--- config.mk ---
export PLATFORM = sky130hd
export DESIGN_NAME = dbnc_bank
export DESIGN_NICKNAME = d
export VERILOG_FILES = /design/src/rtl/dbnc_pkg.sv /design/src/rtl/dbnc_regs.sv /design/src/rtl/dbnc_pin.sv /design/src/rtl/dbnc_bank.sv
export SDC_FILE = /design/constraint.sdc
export NUM_CORES = 1
export LEC_CHECK = 0
export ABC_AREA = 0
export ABC_CLOCK_PERIOD_IN_PS = 10700
export BUFFER_PORTS_ARGS = -buffer_cell sky130_fd_sc_hd__buf_2
export CAP_MARGIN = 5
export CELL_PAD_IN_SITES_DETAIL_PLACEMENT = 1
export CELL_PAD_IN_SITES_GLOBAL_PLACEMENT = 1
export CORE_MARGIN = 8
export CORE_UTILIZATION = 52
export CTS_BUF_LIST = sky130_fd_sc_hd__clkbuf_8
export DETAILED_ROUTE_END_ITERATION = 12
export GPL_TIMING_DRIVEN = 0
export MAX_ROUTING_LAYER = met4
export PLACE_DENSITY_LB_ADDON = 0.1
export SYNTH_ARGS = -nofsm -noshare
export SYNTH_HDL_FRONTEND = slang
export SYNTH_SLANG_ARGS = --single-unit
--- constraint.sdc ---
create_clock -name clk -period 10.7 [get_ports clk]
set_input_delay 0.535 -clock clk [delete_from_list [all_inputs] [get_ports clk]]
set_output_delay 0.535 -clock clk [all_outputs]
set_load 0.1 [all_outputs]
--- src/rtl/dbnc_pkg.sv ---
package dbnc_pkg;

    localparam int FIELD_W       = 8;
    localparam int PINS_PER_WORD = 4;
    localparam int IDX_W         = 4;
    localparam int CNT_W         = 19;

    // Per-pin control byte; bit 0 enable, bit 1 counter restart, bits 7:4 index.
    typedef struct packed {
        logic [IDX_W-1:0] idx;
        logic [1:0]       unused;
        logic             restart;
        logic             en;
    } pin_field_t;

    // Threshold in microsecond ticks for a time index; large indices saturate.
    function automatic logic [CNT_W-1:0] ticks_for(input logic [IDX_W-1:0] idx);
        case (idx)
            4'd0:    ticks_for = CNT_W'(125);
            4'd1:    ticks_for = CNT_W'(250);
            4'd2:    ticks_for = CNT_W'(500);
            4'd3:    ticks_for = CNT_W'(1000);
            4'd4:    ticks_for = CNT_W'(16000);
            4'd5:    ticks_for = CNT_W'(32000);
            4'd6:    ticks_for = CNT_W'(64000);
            4'd7:    ticks_for = CNT_W'(128000);
            4'd8:    ticks_for = CNT_W'(256000);
            default: ticks_for = CNT_W'(512000);
        endcase
    endfunction

endpackage

--- src/rtl/dbnc_regs.sv ---
module dbnc_regs
    import dbnc_pkg::*;
#(
    parameter int                NUM_PINS  = 8,
    parameter int                ADDR_W    = 12,
    parameter logic [ADDR_W-1:0] CTRL_BASE = 12'h500,
    parameter logic [ADDR_W-1:0] SET_BASE  = 12'h600,
    parameter logic [ADDR_W-1:0] CLR_BASE  = 12'h700
) (
    input  logic                      clk,
    input  logic                      rst,
    input  logic                      bus_wr,
    input  logic [ADDR_W-1:0]         bus_addr,
    input  logic [31:0]               bus_wdata,
    output logic [31:0]               bus_rdata,
    output logic [NUM_PINS-1:0]       cfg_en,
    output logic [NUM_PINS*IDX_W-1:0] cfg_idx,
    output logic [NUM_PINS-1:0]       cnt_restart
);

    localparam int                WORDS = (NUM_PINS + PINS_PER_WORD - 1) / PINS_PER_WORD;
    localparam logic [ADDR_W-1:0] SPAN  = ADDR_W'(WORDS * 4);

    logic [ADDR_W-1:0] offs_set, offs_clr, offs_rd;
    logic              hit_set, hit_clr, hit_rd;
    logic [FIELD_W-1:0] lane_v [NUM_PINS];

    assign offs_set = bus_addr - SET_BASE;
    assign offs_clr = bus_addr - CLR_BASE;
    assign offs_rd  = bus_addr - CTRL_BASE;

    assign hit_set = bus_wr && (bus_addr >= SET_BASE) && (offs_set < SPAN) && (offs_set[1:0] == 2'b00);
    assign hit_clr = bus_wr && (bus_addr >= CLR_BASE) && (offs_clr < SPAN) && (offs_clr[1:0] == 2'b00);
    assign hit_rd  = (bus_addr >= CTRL_BASE) && (offs_rd < SPAN) && (offs_rd[1:0] == 2'b00);

    for (genvar p = 0; p < NUM_PINS; p++) begin : g_field
        localparam int WD = p / PINS_PER_WORD;
        localparam int LN = p % PINS_PER_WORD;

        pin_field_t fld_q;
        pin_field_t wr_f;
        logic       sel_set, sel_clr;

        assign wr_f    = pin_field_t'(bus_wdata[LN*FIELD_W +: FIELD_W]);
        assign sel_set = hit_set && (offs_set[ADDR_W-1:2] == (ADDR_W-2)'(WD));
        assign sel_clr = hit_clr && (offs_clr[ADDR_W-1:2] == (ADDR_W-2)'(WD));

        always_ff @(posedge clk) begin
            if (rst) begin
                fld_q          <= '0;
                cnt_restart[p] <= 1'b0;
            end else begin
                cnt_restart[p] <= sel_set && wr_f.restart;
                if (sel_set) begin
                    fld_q.en  <= fld_q.en | wr_f.en;
                    fld_q.idx <= fld_q.idx | wr_f.idx;
                end else if (sel_clr) begin
                    fld_q.en  <= fld_q.en & ~wr_f.en;
                    fld_q.idx <= fld_q.idx & ~wr_f.idx;
                end
            end
        end

        assign cfg_en[p]                 = fld_q.en;
        assign cfg_idx[p*IDX_W +: IDX_W] = fld_q.idx;
        assign lane_v[p]                 = {fld_q.idx, 3'b000, fld_q.en};
    end

    always_comb begin
        bus_rdata = '0;
        if (hit_rd) begin
            for (int p = 0; p < NUM_PINS; p++) begin
                if (int'(offs_rd[ADDR_W-1:2]) == p / PINS_PER_WORD)
                    bus_rdata[(p % PINS_PER_WORD)*FIELD_W +: FIELD_W] = lane_v[p];
            end
        end
    end

endmodule

--- src/rtl/dbnc_pin.sv ---
module dbnc_pin
    import dbnc_pkg::*;
(
    input  logic             clk,
    input  logic             rst,
    input  logic             raw_in,
    input  logic             level_mode,
    input  logic             en,
    input  logic [IDX_W-1:0] idx,
    input  logic             tick,
    input  logic             restart,
    output logic             filt_out
);

    logic             s1_q, s2_q, filt_q;
    logic [CNT_W-1:0] cnt_q;
    logic [CNT_W-1:0] thr;
    logic [CNT_W:0]   cnt_nxt;
    logic             act;

    assign act      = en && level_mode;
    assign thr      = ticks_for(idx);
    assign cnt_nxt  = {1'b0, cnt_q} + (CNT_W+1)'(1);
    assign filt_out = filt_q;

    always_ff @(posedge clk) begin
        if (rst) begin
            s1_q   <= 1'b0;
            s2_q   <= 1'b0;
            filt_q <= 1'b0;
            cnt_q  <= '0;
        end else begin
            s1_q <= raw_in;
            s2_q <= s1_q;
            if (!act) begin
                filt_q <= s2_q;
                cnt_q  <= '0;
            end else if (restart || (s2_q == filt_q)) begin
                cnt_q <= '0;
            end else if (tick) begin
                if (cnt_nxt >= {1'b0, thr}) begin
                    filt_q <= s2_q;
                    cnt_q  <= '0;
                end else begin
                    cnt_q <= cnt_nxt[CNT_W-1:0];
                end
            end
        end
    end

    a_r9_cnt_zeroed: assert property (@(posedge clk) disable iff (rst)
        restart |=> (cnt_q == '0));

    a_r9_out_held: assert property (@(posedge clk) disable iff (rst)
        (act && restart) |=> $stable(filt_q));

    a_r7_hold_when_equal: assert property (@(posedge clk) disable iff (rst)
        (act && (s2_q == filt_q)) |=> $stable(filt_q));

    a_r6_tick_only: assert property (@(posedge clk) disable iff (rst)
        (act && !tick) |=> $stable(filt_q));

endmodule

--- src/rtl/dbnc_bank.sv ---
module dbnc_bank
    import dbnc_pkg::*;
#(
    parameter int                NUM_PINS  = 8,
    parameter int                ADDR_W    = 12,
    parameter logic [ADDR_W-1:0] CTRL_BASE = 12'h500,
    parameter logic [ADDR_W-1:0] SET_BASE  = 12'h600,
    parameter logic [ADDR_W-1:0] CLR_BASE  = 12'h700
) (
    input  logic                clk,
    input  logic                rst,
    input  logic                bus_wr,
    input  logic [ADDR_W-1:0]   bus_addr,
    input  logic [31:0]         bus_wdata,
    output logic [31:0]         bus_rdata,
    input  logic                tick_us,
    input  logic [NUM_PINS-1:0] pin_raw,
    input  logic [NUM_PINS-1:0] pin_level,
    output logic [NUM_PINS-1:0] pin_filt
);

    logic [NUM_PINS-1:0]       cfg_en;
    logic [NUM_PINS*IDX_W-1:0] cfg_idx;
    logic [NUM_PINS-1:0]       cnt_restart;

    dbnc_regs #(
        .NUM_PINS (NUM_PINS),
        .ADDR_W   (ADDR_W),
        .CTRL_BASE(CTRL_BASE),
        .SET_BASE (SET_BASE),
        .CLR_BASE (CLR_BASE)
    ) u_regs (
        .clk        (clk),
        .rst        (rst),
        .bus_wr     (bus_wr),
        .bus_addr   (bus_addr),
        .bus_wdata  (bus_wdata),
        .bus_rdata  (bus_rdata),
        .cfg_en     (cfg_en),
        .cfg_idx    (cfg_idx),
        .cnt_restart(cnt_restart)
    );

    for (genvar p = 0; p < NUM_PINS; p++) begin : g_pin
        dbnc_pin u_pin (
            .clk       (clk),
            .rst       (rst),
            .raw_in    (pin_raw[p]),
            .level_mode(pin_level[p]),
            .en        (cfg_en[p]),
            .idx       (cfg_idx[p*IDX_W +: IDX_W]),
            .tick      (tick_us),
            .restart   (cnt_restart[p]),
            .filt_out  (pin_filt[p])
        );
    end

endmodule

# --- Word-level counts from Yosys, hierarchy flattened ---
# Memory sizes are Yosys's and may differ from the RTL's. A register that Yosys moved wholly into a read port is not among the register bits.
# Index checks and enable logic that the tools add are counted.
classes:
  n_addsub: 11
  n_lt_le_gt_ge: 14
  eq_ne: 35
  muxes: 97
  bitwise: 48
  reduce_logical: 60
ops:
  columns: ["operator", "n"]
  rows:
  - ["adder 19 x 1 -> 20 bit, second input constant", 8]
  - ["greater-or-equal comparator 20 x 19 -> 1 bit", 8]
  - ["2-to-1 mux 19 bit", 8]
  - ["2-to-1 mux 4 bit", 32]
  - ["2-to-1 mux 8 bit", 8]
  - ["2-to-1 mux 1 bit", 48]
  - ["inequality test 2 bit, second input constant", 24]
  - ["greater-or-equal comparator 12 x 11 -> 1 bit, second input constant", 3]
  - ["< comparator 12 x 4 -> 1 bit, second input constant", 3]
  - ["subtractor 12 x 11 -> 12 bit, second input constant", 3]
  - ["AND 4 bit", 8]
  - ["2-to-1 mux 32 bit", 1]
  - ["bitwise OR 4 bit", 8]
  - ["logical NOT 10 bit", 3]
  - ["logical AND 1 bit", 28]
  - ["AND reduction 3 bit", 8]
  - ["OR reduction 3 bit", 8]
  - ["== test 10 x 1 -> 1 bit, second input constant", 2]
  - ["inverter 4 bit", 4]
  - ["inverter 1 bit", 12]
  - ["== test 10 x 2 -> 1 bit, second input constant", 1]
  - ["AND 1 bit", 8]
  - ["== test 1 bit", 8]
  - ["logical OR 1 bit", 8]
  - ["other kinds (3)", 13]
word_totals:
  register_bits: 224
  mem_bits_ro: 2432
  word_cells: 329
  memories: 8
memory_table:
  columns: ["memory", "words", "width", "rd", "rd_ports_with_merged_regs", "write_ports", "line_no", "source"]
  rows:
  - ["(name not given)", 16, 19, 1, 1, 0, "dbnc_pkg.sv:18", "case (idx)"]
  - ["(name not given)", 16, 19, 1, 1, 0, "dbnc_pkg.sv:18", null]
  - ["(name not given)", 16, 19, 1, 1, 0, "dbnc_pkg.sv:18", null]
  - ["(name not given)", 16, 19, 1, 1, 0, "dbnc_pkg.sv:18", null]
  - ["(name not given)", 16, 19, 1, 1, 0, "dbnc_pkg.sv:18", null]
  - ["(name not given)", 16, 19, 1, 1, 0, "dbnc_pkg.sv:18", null]
  - ["+2 memories", null, null, null, null, null, null, null]

# --- Logic depth before layout (Yosys ltp) ---
# Gate-level depths: netlist of run 1.
depth:
  word_depth: 9
  ltp_mapped: 19
  ltp_nobuf: 16

# --- By module ---
# Synthesis of run 1 repeated with hierarchy kept, for this count alone.
unflattened:
  hier_cells: 1940
  area_unflattened_um2: 16254.3
by_module_without_submodules:
  columns: ["mod", "n_inst", "cells_per_inst", "area_each_um2", "seq_area_each_um2"]
  rows:
  - ["dbnc_pin", 8, 207, 1706.6, 440.4]
  - ["dbnc_regs", 1, 284, 2601.2, 960.9]

# --- Least setup slack after synthesis of run 1 ---
# Ideal clock, no wire load.
synth_timing:
  path_kind: "register to register"
  start: "register g_pin[3].u_pin.cnt_q[0]"
  end: "register g_pin[3].u_pin.filt_q"
  setup_time_ns: 0.062
  arrival_time_ns: 3.340
  slack_ns: 7.298
  stages_incl_launch_ff: 18
  period_less_slack_ns: 3.402
  cell_sequence: "dfxtp_1 > ha_1 > nand3_1 > nor2_1 > and2_1 > and3_1 > clkbuf_1 > nand3_1 > nand2_1 > nand2_1 > ha_1 > nand3_1 > nor4_1 > o21a_1 > nor2_1 > buf_2 > or4b_1 > nand3_1"
synth_via:
  elab_chain_cells: 4
synth_lines:
  columns: ["item", "line_no", "source"]
  rows:
  - ["from (decl)", "dbnc_pin.sv:16", "logic [CNT_W-1:0] cnt_q;"]
  - ["from (signal assigned)", "dbnc_pin.sv:45", "cnt_q <= cnt_nxt[CNT_W-1:0];"]
  - ["adder 19 x 1 -> 20 bit", "dbnc_pin.sv:23", "assign cnt_nxt = {1'b0, cnt_q} + (CNT_W+1)'(1);"]
  - ["greater-or-equal comparator 20 x 19 -> 1 bit", "dbnc_pin.sv:41", "if (cnt_nxt >= {1'b0, thr}) begin"]
  - ["inequality test 2 bit (no line)", null, null]
  - ["AND reduction 3 bit (no line)", null, null]
  - ["to (signal assigned)", "dbnc_pin.sv:36", "filt_q <= s2_q;"]
  - ["to (signal assigned)", "dbnc_pin.sv:42", "filt_q <= s2_q;"]
  - ["to (decl)", "dbnc_pin.sv:15", "logic s1_q, s2_q, filt_q;"]
# No other way between the ends.
# A chain may end at the register's enable or synchronous reset.

# --- Worst setup path after layout of run 1 ---
layout_timing:
  start: "register g_pin[6].u_pin.cnt_q[0]"
  end: "register g_pin[6].u_pin.filt_q"
layout_via:
  elab_chain_cells: 4
layout_lines:
  columns: ["item", "line_no"]
  rows:
  - ["from (decl)", "dbnc_pin.sv:16"]
  - ["from (signal assigned)", "dbnc_pin.sv:45"]
  - ["adder 19 x 1 -> 20 bit", "dbnc_pin.sv:23"]
  - ["greater-or-equal comparator 20 x 19 -> 1 bit", "dbnc_pin.sv:41"]
  - ["inequality test 2 bit (no line)", null]
  - ["AND reduction 3 bit (no line)", null]
  - ["to (signal assigned)", "dbnc_pin.sv:36"]
  - ["to (signal assigned)", "dbnc_pin.sv:42"]
  - ["to (decl)", "dbnc_pin.sv:15"]
# No other way between the ends.

==> impl_metrics.json, run 1 <==
{
  "status": "finished clean",
  "worstSetupPathType": "flop to flop",
  "row_count": 73,
  "p_seq_share_pct": 49.2,
  "crit_path_max_incr_delay_ps": 750,
  "grt_pass1_vias": 21070,
  "switching_share_pct": 26.30,
  "hp-class": "primary input to flop",
  "min_period_over_period_pct": 43.61,
  "grt-ovfl-total": 0,
  "drv_slew": 0,
  "static-leakage-power_nw": 9.471,
  "cellPowerDensity_nw_per_um2": 121.3,
  "cp_max_fo": 10,
  "worst_ep_arrival_time_ps": 5200,
  "wl_per_cell_um": 23.02,
  "start_kind": "flop",
  "fin_area_um2": 23080,
  "p_clk_share_pct": 46.0,
  "worstSetupEndpointType": "flop",
  "nets": 2958,
  "rsz0062_at_grt": "no",
  "drive_above_1_share_pct": 10.16,
  "pin_count": 104,
  "cts_max_level": 3,
  "synthArstFlopShare_pct": 0,
  "crit_chain": "ha_1, nand3_1, nor3_1, and3_1, xor2_1, ha_1, nand3_1, o41ai_2, nor2_1, o311ai_0, mux2i_1",
  "die_width_um": 215.7,
  "area_growth_pct": 11.28,
  "drt_pass1_iterations": 5,
  "worstPathRequired_ps": 11240,
  "synth_edf_count": 0,
  "worstMarginPinSlew_ps": 1337,
  "drv_cap": 0,
  "ys.flop_type": "dfxtp_1",
  "placed_cell_area_um2": 21830,
  "tns_ps": 0,
  "grtUsageTotal_pct": 32.45,
  "grt_max_degree": 11,
  "maxSlewHeadroom_pct": 10.87,
  "grt_antenna_before_repair": 4,
  "fin_crit_ps": 4666,
  "netlist_area_um2": 20740,
  "die_area_um2": 46530,
  "fin_worst_skew_ps": 15.45,
  "holdBufCountCts": 0,
  "yosys_register_bits": 368,
  "cts.sink_count": 368,
  "synth.distinct_cells": 93,
  "dieHeight_um": 215.7,
  "cts-root-buf": "clkbuf_8",
  "timing.rr.start": "g_pin[6].u_pin.cnt_q[0]",
  "cts_buffers": 66,
  "insertion_delay_ps": 620,
  "grt_first_pass_wirelength_mm": 117.8,
  "hpwlAfterDp_mm": 56.39,
  "vdd_ir_drop_max_uv": 120.6,
  "gp_congestion": 1.003,
  "worstHoldStart": "pin_raw[7]",
  "intPower_mw": 2.064,
  "fmax_mhz": 214.3,
  "fill_cells": 4959,
  "finalWirelength_mm": 76.05,
  "core_um2": 39550,
  "vias_per_cell": 6.110,
  "vias": 20190,
  "syn_inst": 2574,
  "postRouteAntennaNets": 0,
  "postCtsSetupBuffers": 0,
  "syn_area_per_cell_um2": 8.057,
  "critPathBufInv": 0,
  "finalSetupViolCount": 0,
  "yosysSeqAreaShare_pct": 35.52,
  "cts_resized": 0,
  "tritoncts": "done",
  "path_delay_family": "simple AND/OR/NAND/NOR gates",
  "ys_warn_count": 0,
  "drcViolationCount": 0,
  "crit_path_top_delay_cell": "o41ai_2",
  "hold_violations": 0,
  "cts_buffer_depth": 3,
  "clk_pin_slew_ps": 60,
  "crit_start": "g_pin[6].u_pin.cnt_q[0]",
  "port_buffers": 79,
  "pwr-share-comb_pct": 4.8,
  "start_util_pct": 52.44,
  "switching_power_mw": 0.7365,
  "drt_iter0_drc": 1626
}
## sequential cells by signal, indices dropped and copies added (netlist names), named ones only
register and flops:
g_pin.u_pin.cnt_q 152, g_pin.u_pin.filt_out 8, g_pin.u_pin.s1_q 8, g_pin.u_pin.s2_q 8
g_pin.u_pin.thr 144, u_regs.cfg_idx 32, u_regs.cnt_restart 8
## through the flow
step           utilization [%]  worst slack [ps]  hold WS, ps  total power [mW]  cells
2_1_floorplan                -              7298        413.8             1.475   2585
3_3_place_gp             55.21              5955        417.8             1.535   3189
3_5_place_dp             55.21              5973        427.4             1.537   3189
4_1_cts                  58.34              6153        98.07             2.807   3301
5_1_grt                  58.36              5784        106.3             2.873   3304
6_report                 58.36              6034        124.5             2.801   3304
## cell families after synthesis
| logic type | share of synthesized area (%) |
|---|---|
| other cells | 0.01808 |
| flops | 35.52 |
| mux | 1.605 |
| fa+ha+maj | 9.773 |
| buf+inv | 6.582 |
| xor+xnor | 5.568 |
| compound gates | 16.87 |
| simple gates | 24.07 |
## worst paths after layout
path              depth (start not counted)  slack [ps]                 endpoint
hold reg to reg                           1         430      g_pin[7].u_pin.s2_q
setup / recovery                         11        6030  g_pin[6].u_pin.filt_out
setup reg to reg                         11        6030  g_pin[6].u_pin.filt_out
hold / removal                            2         120      g_pin[7].u_pin.s1_q
## power by group through the flow
stage / logic, mW / clock network, mW / registers [mW]
after floorplan: 0.0691 / 0 / 1.41
after global placement: 0.128 / 0 / 1.41
after detailed placement: 0.130 / 0 / 1.41
after CTS: 0.130 / 1.30 / 1.38
after global routing: 0.136 / 1.36 / 1.38
final: 0.134 / 1.29 / 1.38
## area by class of cell
class / count / area, um^2 / area share (%)
multi-input cells: 1896 / 12050 / 52.21
clock inverters: 34 / 165.2 / 0.7156
diodes: 3 / 7.507 / 0.03253
repair buffers: 79 / 395.4 / 1.713
inverters: 197 / 739.5 / 3.204
plain buffers: 124 / 625.6 / 2.711
flip-flops and latches: 368 / 7367 / 31.92
clock buffers: 78 / 1074 / 4.651
well taps: 525 / 656.9 / 2.846
## worst reg2reg max path, cell delays in order (launching register included)
cell	delay [ps]
dfxtp_1	440
ha_1	290
nand3_1	260
nor3_1	720
and3_1	290
xor2_1	290
ha_1	190
nand3_1	120
o41ai_2	750
nor2_1	370
o311ai_0	590
mux2i_1	260
## synth_stat cells, types with 21 or more instances
cell	n	area share [%]
a21oi_1	176	4.2
a31oi_1	24	0.72
and3_1	44	1.3
buf_4	30	1.1
clkbuf_1	66	1.2
dfxtp_1	368	36
ha_1	162	9.8
inv_1	193	3.5
mux2i_1	31	1.5
nand2_1	316	5.7
nand2b_1	21	0.63
nand3_1	165	4.0
nand4_1	49	1.5
nor2_1	233	4.2
nor2b_1	28	0.84
nor3_1	33	0.80
nor4_1	26	0.78
o21ai_0	79	1.9
o21ai_1	21	0.51
o22ai_1	30	0.90
o31ai_1	24	0.87
xnor2_1	94	4.0
xor2_1	36	1.5
## placed cells by master, fill, tap and decap left out, drive strengths merged, types with 28 or more instances in the layout
| cell type | n |
|---|---|
| a21oi | 177 |
| a22oi | 32 |
| and3 | 44 |
| buf | 137 |
| clkbuf | 144 |
| dfxtp | 368 |
| ha | 162 |
| inv | 220 |
| mux2i | 31 |
| nand2 | 318 |
| nand3 | 167 |
| nand4 | 49 |
| nor2 | 237 |
| nor2b | 28 |
| nor3 | 36 |
| nor4 | 33 |
| o21ai | 100 |
| o22ai | 30 |
| xnor2 | 94 |
| xor2 | 37 |
## routing by layer
metal | vias up | GRT usage [%] | routed length, um
met4 | 0 | 15.02 | 3610
met2 | 696 | 50.57 | 34390
li1 | 9341 | - | -
met3 | 222 | 5.888 | 4837
met1 | 9928 | 40.57 | 33210
met5 | - | - | 0
Note: power is estimated with default switching activity, not from simulation.
==> run 2, diff against run 1 <==
Settings changed: ABC_CLOCK_PERIOD_IN_PS 10700 to 4500, CORE_UTILIZATION 52 to 48.
Clock period 10.7 ns to 4.5 ns, I/O delays scaled along.
==> run 2 against run 1 <==
  * Sequential cell count unchanged
  * Sequential share of layout area is 0.64 points lower
  * First-iteration DRC count is 28% lower
  * Clock power grew to 2.6 times the previous value
  * Wire length up 1.9%
==> impl_metrics.json, run 2 (same netlist as run 1, synthesis figures left out) <==
{
  "status": "finished clean",
  "nets": 2980,
  "final_cell_mix": "367 x dfxtp_1, 316 x nand2_1, 230 x nor2_1, 208 x inv_1, 176 x a21oi_1",
  "dieHeight_um": 223.9,
  "worstMarginPinSlew_ps": 1416,
  "port_buffers": 79,
  "vdd_ir_drop_max_uv": 207.2,
  "pin_count": 104,
  "drv_slew": 0,
  "rsz0062_at_grt": "no",
  "finalWirelength_mm": 77.49,
  "drv_cap": 0,
  "start_kind": "flop",
  "cpMostUsedCell": "and4_1",
  "placed_cells": 3249,
  "area_growth_pct": 13.58,
  "grt_pass1_vias": 21070,
  "cts.sink_count": 368,
  "cts_buffer_depth": 3,
  "clk_pin_slew_ps": 60,
  "worstPathRequired_ps": 5030,
  "path_delay_family": "compound AO/OA/AOI/OAI gates",
  "fmax_mhz": 235.0,
  "tns_ps": 0,
  "power.total_mw": 6.921,
  "critPathBufInv": 2,
  "wl_per_cell_um": 22.86,
  "grt_max_degree": 11,
  "finalSetupViolCount": 0,
  "vias": 20070,
  "final_common_cell": "dfxtp_1",
  "cp_max_fo": 10,
  "cts_buffers": 69,
  "min_period_over_period_pct": 94.56,
  "grt_first_pass_wirelength_mm": 119.5,
  "insertion_delay_ps": 620,
  "worstSetupPathType": "flop to flop",
  "drive_above_1_share_pct": 10.79,
  "static-leakage-power_nw": 9.646,
  "fin_worst_skew_ps": 27.90,
  "timing.rr.start": "g_pin[7].u_pin.cnt_q[2]",
  "vias_per_cell": 5.921,
  "fin_crit_ps": 4255,
  "hold_violations": 0,
  "crit_path_max_incr_delay_ps": 540,
  "postCtsSetupBuffers": 0,
  "crit_start": "g_pin[7].u_pin.cnt_q[2]",
  "drt_pass1_iterations": 8,
  "grt-ovfl-total": 0,
  "die_area_um2": 50120,
  "crit_path_top_delay_cell": "a2111oi_1",
  "grtUsageTotal_pct": 31.08,
  "die_width_um": 223.9,
  "cellPowerDensity_nw_per_um2": 293.8,
  "hp-class": "primary input to flop",
  "cts_max_level": 3,
  "fin_area_um2": 23560,
  "row_count": 76,
  "postRouteAntennaNets": 0,
  "grt_antenna_before_repair": 5,
  "gp_congestion": 0.9527,
  "worstSetupEndpointType": "flop",
  "largest_reg_flops": 152,
  "fin_cells": 3390,
  "start_util_pct": 48.36,
  "maxSlewHeadroom_pct": 4.740,
  "worst_ep_arrival_time_ps": 4780,
  "placed_cell_area_um2": 21910,
  "top_register": "g_pin.u_pin.cnt_q",
  "tritoncts": "done",
  "cts-root-buf": "clkbuf_8",
  "core_um2": 42890,
  "drcViolationCount": 0,
  "hpwlAfterDp_mm": 57.03,
  "crit_chain": "and4_1, and4_1, clkbuf_1, nand3_1, xnor2_1, ha_1, a21oi_1, o21ai_0, a2111oi_1, o31ai_2, nor3_1, buf_2, nand2_1, o22ai_1",
  "worstHoldStart": "bus_wdata[7]",
  "drt_iter0_drc": 1174
}
-- run 2: changes by cell type in the layout (fill, tap and decap cells not counted), moves of 3 or more --
cell,previous run,this run
inv_6,3,0
nor2_2,2,5
clkbuf_8,78,89
diode_2,3,6
dlygate4sd3_1,0,20
nor2_1,233,230
clkinv_2,6,10
clkinvlp_4,4,1
inv_1,214,208
-- run 2: path summary, 6_finish.rpt --
path,to,cells past startpoint,slack [ps]
hold reg to reg,g_pin[3].u_pin.s2_q,1,450
setup reg to reg,g_pin[7].u_pin.cnt_q[15],14,240
setup / recovery,g_pin[7].u_pin.cnt_q[15],14,240
hold / removal,u_regs.cfg_idx[19],3,40
-- run 2: per-stage QoR --
step	worst slack (ps)	utilization [%]	hold WS, ps
2_1_floorplan	1098	-	353.2
3_3_place_gp	119.3	51.09	431.2
3_5_place_dp	-110.4	51.09	429.2
4_1_cts	91.92	54.76	4.333
5_1_grt	20.36	54.92	44.55
6_report	244.9	54.93	35.47
-- run 2: final cells by class --
cell class	instances	area, um^2
Clock inverter	27	143.9
Fill cell	5282	19330
Tap cell	585	732.0
Timing Repair Buffer	99	595.6
Inverter	197	739.5
Clock buffer	89	1225
Antenna cell	6	15.01
Sequential cell	368	7368
Buffer	123	624.3
Multi-Input combinational cell	1896	12110
-- run 2: what timing repair did --
item,4_1_cts,5_1_grt
hold endpoints to repair,27,0
endpoints found under the setup margin,1,75
gates resized for setup,1,14
hold buffers,20,0
pin swaps,0,0
-- run 2: per-layer routing --
layer / GRT usage [%] / up-vias / wire, um
met5: - / - / 0
met1: 37.45 / 9888 / 33690
met3: 4.957 / 184 / 4096
met4: 14.29 / 0 / 3287
li1: - / 9411 / -
met2: 50.74 / 589 / 36410
-- run 2: where the power goes --
| part | switching, mW | total [mW] | internal [mW] |
|---|---|---|---|
| clock network | 1.49 | 3.31 | 1.82 |
| logic | 0.265 | 0.340 | 0.0750 |
| registers | 0.00679 | 3.27 | 3.27 |
-- run 2: worst register-to-register path: stages (launching register included) --
cell       delay (ps)
dfxtp_1           450
and4_1            290
and4_1            220
clkbuf_1          280
nand3_1           140
xnor2_1           280
ha_1              310
a21oi_1           150
o21ai_0           150
a2111oi_1         540
o31ai_2           220
nor3_1            270
buf_2             310
nand2_1           250
o22ai_1           290
